### src/rtl/baud_gen_pkg.sv
package baud_gen_pkg;

  localparam int unsigned BYTE_W      = 8;
  localparam int unsigned CTRL_RUN    = 0;
  localparam int unsigned CTRL_SRCSEL = 1;

  typedef struct packed {
    logic src_ext;
    logic run;
  } ctrl_t;

endpackage

### src/rtl/baud_gen_regs.sv
module baud_gen_regs
  import baud_gen_pkg::*;
#(
  parameter int unsigned TC_W   = 16,
  parameter int unsigned ADDR_W = 2
) (
  input  logic              clk,
  input  logic              rst_n,
  input  logic              wr_en,
  input  logic [ADDR_W-1:0] wr_addr,
  input  logic [BYTE_W-1:0] wr_data,
  output logic [TC_W-1:0]   tc,
  output ctrl_t             ctrl
);

  localparam int unsigned TC_BYTES  = TC_W / BYTE_W;
  localparam int unsigned CTRL_ADDR = TC_BYTES;

  logic [TC_W-1:0] tc_q, tc_d;
  ctrl_t           ctrl_q, ctrl_d;

  // one byte lane per slice of the time constant, lowest address = lowest byte
  for (genvar b = 0; b < TC_BYTES; b++) begin : g_tc_lane
    always_comb begin
      tc_d[b*BYTE_W +: BYTE_W] = tc_q[b*BYTE_W +: BYTE_W];
      if (wr_en && (wr_addr == ADDR_W'(b)))
        tc_d[b*BYTE_W +: BYTE_W] = wr_data;
    end
  end

  always_comb begin
    ctrl_d = ctrl_q;
    if (wr_en && (wr_addr == ADDR_W'(CTRL_ADDR))) begin
      ctrl_d.run     = wr_data[CTRL_RUN];
      ctrl_d.src_ext = wr_data[CTRL_SRCSEL];
    end
  end

  always_ff @(posedge clk or negedge rst_n) begin
    if (!rst_n) begin
      tc_q   <= '0;
      ctrl_q <= '0;
    end else begin
      tc_q   <= tc_d;
      ctrl_q <= ctrl_d;
    end
  end

  assign tc   = tc_q;
  assign ctrl = ctrl_q;

endmodule

### src/rtl/baud_gen_src.sv
module baud_gen_src #(
  parameter int unsigned SYNC_STAGES = 2
) (
  input  logic clk,
  input  logic rst_n,
  input  logic ext_clk,
  input  logic src_ext,
  output logic src_tick
);

  // SYNC_STAGES flops of synchroniser plus one history flop for edge detection
  logic [SYNC_STAGES:0] shift_q, shift_d;
  logic                 ext_rise;

  always_comb begin
    shift_d = {shift_q[SYNC_STAGES-1:0], ext_clk};
  end

  always_ff @(posedge clk or negedge rst_n) begin
    if (!rst_n) shift_q <= '0;
    else        shift_q <= shift_d;
  end

  assign ext_rise = shift_q[SYNC_STAGES-1] & ~shift_q[SYNC_STAGES];
  assign src_tick = src_ext ? ext_rise : 1'b1;

endmodule

### src/rtl/baud_gen_div.sv
module baud_gen_div #(
  parameter int unsigned TC_W = 16
) (
  input  logic            clk,
  input  logic            rst_n,
  input  logic            run,
  input  logic            src_tick,
  input  logic [TC_W-1:0] tc,
  output logic            level,
  output logic            rise_tick
);

  localparam int unsigned CNT_W = TC_W + 1;

  logic [CNT_W-1:0] reload;
  logic [CNT_W-1:0] cnt_q, cnt_d;
  logic             lvl_q, lvl_d;
  logic             tick_q, tick_d;
  logic             terminal;

  // half period = TC + 2 source periods: count TC+1 down to zero, toggle on zero
  assign reload   = {1'b0, tc} + CNT_W'(1);
  assign terminal = (cnt_q == '0);

  always_comb begin
    cnt_d  = cnt_q;
    lvl_d  = lvl_q;
    tick_d = 1'b0;
    if (!run) begin
      cnt_d = reload;
    end else if (src_tick) begin
      if (terminal) begin
        cnt_d  = reload;
        lvl_d  = ~lvl_q;
        tick_d = ~lvl_q;
      end else begin
        cnt_d = cnt_q - CNT_W'(1);
      end
    end
  end

  always_ff @(posedge clk or negedge rst_n) begin
    if (!rst_n) begin
      cnt_q  <= '0;
      lvl_q  <= 1'b0;
      tick_q <= 1'b0;
    end else begin
      cnt_q  <= cnt_d;
      lvl_q  <= lvl_d;
      tick_q <= tick_d;
    end
  end

  assign level     = lvl_q;
  assign rise_tick = tick_q;

endmodule

### src/rtl/baud_gen.sv
module baud_gen
  import baud_gen_pkg::*;
#(
  parameter int unsigned TC_W        = 16,
  parameter int unsigned ADDR_W      = 2,
  parameter int unsigned SYNC_STAGES = 2
) (
  input  logic              clk,
  input  logic              rst_n,
  input  logic              wr_en,
  input  logic [ADDR_W-1:0] wr_addr,
  input  logic [BYTE_W-1:0] wr_data,
  input  logic              ext_clk,
  output logic              baud_clk,
  output logic              baud_tick
);

  logic [TC_W-1:0] tc;
  ctrl_t           ctrl;
  logic            gen_en;
  logic            src_tick;

  baud_gen_regs #(.TC_W(TC_W), .ADDR_W(ADDR_W)) u_regs (
    .clk     (clk),
    .rst_n   (rst_n),
    .wr_en   (wr_en),
    .wr_addr (wr_addr),
    .wr_data (wr_data),
    .tc      (tc),
    .ctrl    (ctrl)
  );

  assign gen_en = ctrl.run;

  baud_gen_src #(.SYNC_STAGES(SYNC_STAGES)) u_src (
    .clk      (clk),
    .rst_n    (rst_n),
    .ext_clk  (ext_clk),
    .src_ext  (ctrl.src_ext),
    .src_tick (src_tick)
  );

  baud_gen_div #(.TC_W(TC_W)) u_div (
    .clk       (clk),
    .rst_n     (rst_n),
    .run       (gen_en),
    .src_tick  (src_tick),
    .tc        (tc),
    .level     (baud_clk),
    .rise_tick (baud_tick)
  );

endmodule

### config.mk
export PLATFORM = sky130hd
export DESIGN_NAME = baud_gen
export DESIGN_NICKNAME = d
export VERILOG_FILES = /design/src/rtl/baud_gen_pkg.sv /design/src/rtl/baud_gen_regs.sv /design/src/rtl/baud_gen_src.sv /design/src/rtl/baud_gen_div.sv /design/src/rtl/baud_gen.sv
export SDC_FILE = /design/constraint.sdc
export NUM_CORES = 1
export LEC_CHECK = 0
export BUFFER_PORTS_ARGS = -buffer_cell sky130_fd_sc_hd__clkbuf_2
export CAP_MARGIN = 20
export CORE_ASPECT_RATIO = 1.2
export CORE_UTILIZATION = 35
export DETAILED_ROUTE_END_ITERATION = 16
export PLACE_DENSITY_LB_ADDON = 0.08
export SLEW_MARGIN = 20
export SYNTH_ARGS = -nofsm -noshare
export SYNTH_HDL_FRONTEND = slang
export SYNTH_SLANG_ARGS = --single-unit
### constraint.sdc
create_clock -name clk -period 2.9 [get_ports clk]
set_clock_uncertainty 0.15 [all_clocks]
set_input_delay 0.435 -clock clk [delete_from_list [all_inputs] [get_ports clk]]
set_output_delay 0.435 -clock clk [all_outputs]
set_load 0.02 [all_outputs]
# == Word level (Yosys, flattened, before mapping) ==
# Cells that the tools add are included.
# word_totals
register_bits,40
elab_cells,29
# classes
n_addsub,2
n_eq_ne,3
mux,7
n_bitwise,3
n_reduce_logical,6
# op_table
operator,n
$mux 17,3
$add 16x1->17 const B,1
$logic_not 17->1,1
$sub 17x1->17 const B,1
$mux 1,4
$logic_and 1x1->1,3
$reduce_and 3->1,1
$eq 2x1->1 const B,1
$eq 2x2->1 const B,1
$logic_not 2->1,1
$ne 2x2->1 const B,1
$not 1->1,2
$and 1x1->1,1

# == Logic depth before layout (Yosys ltp) ==
# logic_depth
word_depth,5
ltp_mapped,9

# == By module ==
# A second synthesis with hierarchy kept.
# unflattened
hier_cells,217
area_unflattened_um2,2258.4
# modules_own_cells
mod,n_inst,cells_each,area_each_um2,seq_area_each_um2
baud_gen_div,1,173,1480.2,475.5
baud_gen_regs,1,39,690.7,450.4
baud_gen_src,1,5,87.6,75.1

# == Least setup slack after synthesis ==
# OpenSTA, ideal clock, no wires.
# synth_path
path_type,register to register
from,register u_div.cnt_q[0]
to,register u_div.cnt_q[8]
setup_ns,0.138
arrival_time_ns,1.786
required_ns,2.612
setup_slack_ns,0.826
stages_incl_launch_ff,10
period_less_slack_ns,2.074
path_cell_list,dfrtp_1 > inv_1 > ha_1 > nor4b_1 > nand4_2 > and2_4 > buf_6 > clkbuf_8 > a21oi_1 > o221ai_1
# synth_between
elab_chain_cells,4
word_cells_on_any_way,5
cone_classes,add/sub: 1; mux: 3; reduce/logical: 1
# synth_rtl
item,line,rtl
from (decl),baud_gen_div.sv:16,"logic [CNT_W-1:0] cnt_q, cnt_d;"
from (signal assigned),baud_gen_div.sv:48,cnt_q <= cnt_d;
$sub 17x1->17 / $logic_not 17->1 (equally long branches),"baud_gen_div.sv:37, baud_gen_div.sv:23",
$mux 17 (*),baud_gen_div.sv:32,if (terminal) begin
$mux 17 (*),baud_gen_div.sv:31,end else if (src_tick) begin
$mux 17 (*),baud_gen_div.sv:29,if (!run) begin
# Every way passes the cells marked *; elsewhere a longest branch is shown, timed or not. The select of a mux whose other input is x is not followed.
# A chain may end at the register's enable or synchronous reset.

# == Worst setup path after layout ==
# layout_path
from,register u_div.cnt_q[0]
to,register u_div.cnt_q[11]
# The elaborated chain is that of the path after synthesis.

==> run summary <==
Post-synthesis instance area - 0.00224 mm2
Max_cap viols - 0
Met3 GRT Util - 2.68%
Seq/Total Area, Yosys - 44.6%
Vias in the first global route - 1723
Ranking of synthesized cells by area - dfrtp_1, mux2_2, nand2_1
Mean Syn Cell Area - 10.0 um2
Setup crit start kind - register
RSZ-0062 raised after global routing - no
Clock Tree Root - clkbuf_8
Multiplexer share of the synthesized area - 10.4%
Run status - completed
Endpoint type of the worst setup path - register
Synth warn - 0
Worst Tran Pin Value - 0.743 ns
Comb power frac - 27.3%
Die width - 75.1 um
Synthesized Nets - 241
CTS tree - built
Psw - 689 uW
Leakage - 0.00105 uW
Fill cells - 632
Largest net degree at the start of global routing - 41
Fin crit period - 2.40 ns
Max-Slew Margin vs Limit - 50.2%
Antenna-violating nets left - 0
Routed wire length - 5.09 mm
Nets - 262
Sequential power share - 48.2%
Chip Height - 89.7 um
Vias per std cell - 5.34
Crit path max fanout - 19
First-pass GRT wire length - 8.65 mm
Synth unique cells - 48
Ant. Diodes - 0
Clk Latency, worst-skew pair - 0.29 ns
Layout cells sized above 1 - 22.0%
Cells along the critical path - inv_1 > ha_1 > nor4b_1 > nand4_2 > nand2_2 > o21ai_0 > a222oi_1
Worst Hold Class - primary input to asynchronous set/reset pin
Synth Area in Adders - 1.67%
Crit Path Class - register to register
Hold Fails Final Rpt - 0
Clock-pin slew on the worst setup and hold paths - 0.08 ns
Final HPWL DP - 3.75 mm
Num Clock Sinks - 40
Share of the synthesized area in the top cell type - 44.6%
Most used DFF post-synth - dfrtp_1
Peak VDD IR - 334 uV
Post-CTS Hold Buffers - 0
Row Count - 31
GR Util All Layers - 17.6%
Post-synth top area cell - dfrtp_1
Num CTS Buffers - 5
Switching Share - 36.0%
Most used routing layer - met2
Global placer's final weighted congestion - 0.879
Setup_tns - 0 ns
Met1 Resource Use GR - 23.3%
Starting Density - 36.6%
Via Count - 1751
Final non-filler cell area - 0.00253 mm2
Synth Area in XOR/XNOR - 5.47%
Drt pass-1 iters - 4
# resized after CTS - 0
Initial DRC Count - 89
Largest family of logic cells by synthesized area - simple AND/OR/NAND/NOR gates
Initial antenna violation count - 0
Gate Count Post-Synth - 224
Yosys reg bits - 40
Clk pwr share - 24.5%
Pins Over Slew Limit - 0
Maximum single-stage delay on the critical path - 0.42 ns
Met2 GRT Util - 29.0%
Die Footprint - 0.00673 mm2
Async SR Flop Fraction - 100%
Period utilisation layout - 82.9%
Worst EP required - 2.94 ns
Int Pwr - 1220 uW
H-tree Lvls - 2
Placed inst area - 0.00242 mm2
Peak Freq - 0.416 GHz
Pwr Density - 756 mW/mm2
Final setup fails - 0
Total grt overflow - 0
Postcts setup bufs - 0
CP arrival - 2.45 ns
Slowest CP cell - dfrtp_1
Post-synth EDFFs - 0
Synth Area in Compound Gates - 12.6%
I/O pin count - 16
Synthesized-area fraction occupied by and/or/nand/nor cells - 21.8%
Core Footprint - 0.00613 mm2
Maximum buffer depth of the clock tree - 2
Synthesis-to-finish area growth - 12.7%
Final routed DRC violation total - 0
WL per Instance - 15.5 um
Port Buffers - 15
-- cells in the final DEF (no fill, tap or decap), types with 7 or more instances in the layout --
cell      instances
nand3_1          11
mux2_2           18
inv_1            10
o21ai_0          12
dfrtp_1          40
a21oi_1           7
xor2_1            9
clkbuf_2         15
nand2_1          23
nor2_1           15
nor3_1            8
-- power groups by stage --
| stage | registers [uW] | clock network, uW | logic, uW |
|---|---|---|---|
| after floorplan | 871 | 0 | 421 |
| after global placement | 926 | 0 | 529 |
| after detailed placement | 929 | 0 | 527 |
| after CTS | 918 | 479 | 529 |
| after global routing | 952 | 502 | 598 |
| final | 921 | 468 | 523 |
-- critical path, delay by kind of cell, from the launching register on --
kind	cells	cell delay, ns
compound gates	2	0.50
fa+ha+maj	1	0.14
simple gates	3	0.99
flops	1	0.42
buf+inv	1	0.10
-- routing by layer --
metal,vias up,wire [um]
met5,-,0
met4,0,138
met3,9,124
met2,39,2410
met1,842,2420
li1,861,-
-- flip-flops by register name (all words and copies together) (netlist names) --
register         count
u_div.cnt_q         17
u_div.rise_tick      1
u_regs.ctrl          2
u_regs.tc           16
u_src.shift_q        3
u_div.level          1
-- path summary, 6_finish.rpt --
check	slack, ns	to	startpoint	cells past startpoint
max in group asynchronous	2.17	u_div.cnt_q[0]	rst_n	2
setup / recovery	0.50	u_div.cnt_q[11]	u_div.cnt_q[0]	7
hold reg to reg	0.21	u_src.shift_q[1]	u_src.shift_q[0]	0
setup reg to reg	0.50	u_div.cnt_q[11]	u_div.cnt_q[0]	7
min in group clk	0.09	u_src.shift_q[0]	ext_clk	1
hold / removal	0.05	u_div.cnt_q[6]	rst_n	2
-- cell type report --
type	count	area (um2)	share of cell area, %
flip-flops and latches	40	1000	39.6
repair buffers	20	113	4.46
clock buffers	5	68.8	2.72
multi-input cells	168	1160	46.0
inverters	10	37.5	1.49
clock inverters	3	42.5	1.68
well taps	82	103	4.06
-- synth_stat cells, types with 2 or more instances --
cell        n
nor3_1      8
inv_1      10
mux2_2     18
a21oi_1     7
nor2_1     15
nor4_1      4
nand2b_1    3
a2bb2oi_1   2
a32o_1      3
nand2_1    23
nor3b_1     2
clkbuf_1    3
o21ai_0    12
and3_1      4
nand3b_1    3
or4_1       2
o22ai_1     3
ha_1        3
xor2_1      9
a22o_1      2
nand3_1    11
dfrtp_1    40
mux2i_1     3
nand4_1     5
xnor2_1     5
o221ai_1    2
-- logic make-up after synthesis --
| kind of cell | Yosys count |
|---|---|
| AND/OR/NAND/NOR | 89 |
| AO/OA/AOI/OAI | 41 |
| flip-flops | 40 |
| multiplexers | 21 |
| buffers and inverters | 16 |
| XOR/XNOR | 14 |
| adder cells (fa/ha/maj) | 3 |
-- stage by stage --
step           power [uW]  hold WS (ns)  instances  setup slack [ns]  utilization, %
3_3_place_gp         1460         0.185        320             0.542            39.4
5_1_grt              2050        0.0794        328             0.166            41.2
6_report             1910        0.0509        328             0.496            41.2
3_5_place_dp         1460         0.190        320             0.476            39.4
2_1_floorplan        1290       -0.0106        224             0.826               -
4_1_cts              1930        0.0780        328             0.452            41.2
(Power assumes the default switching activity.)
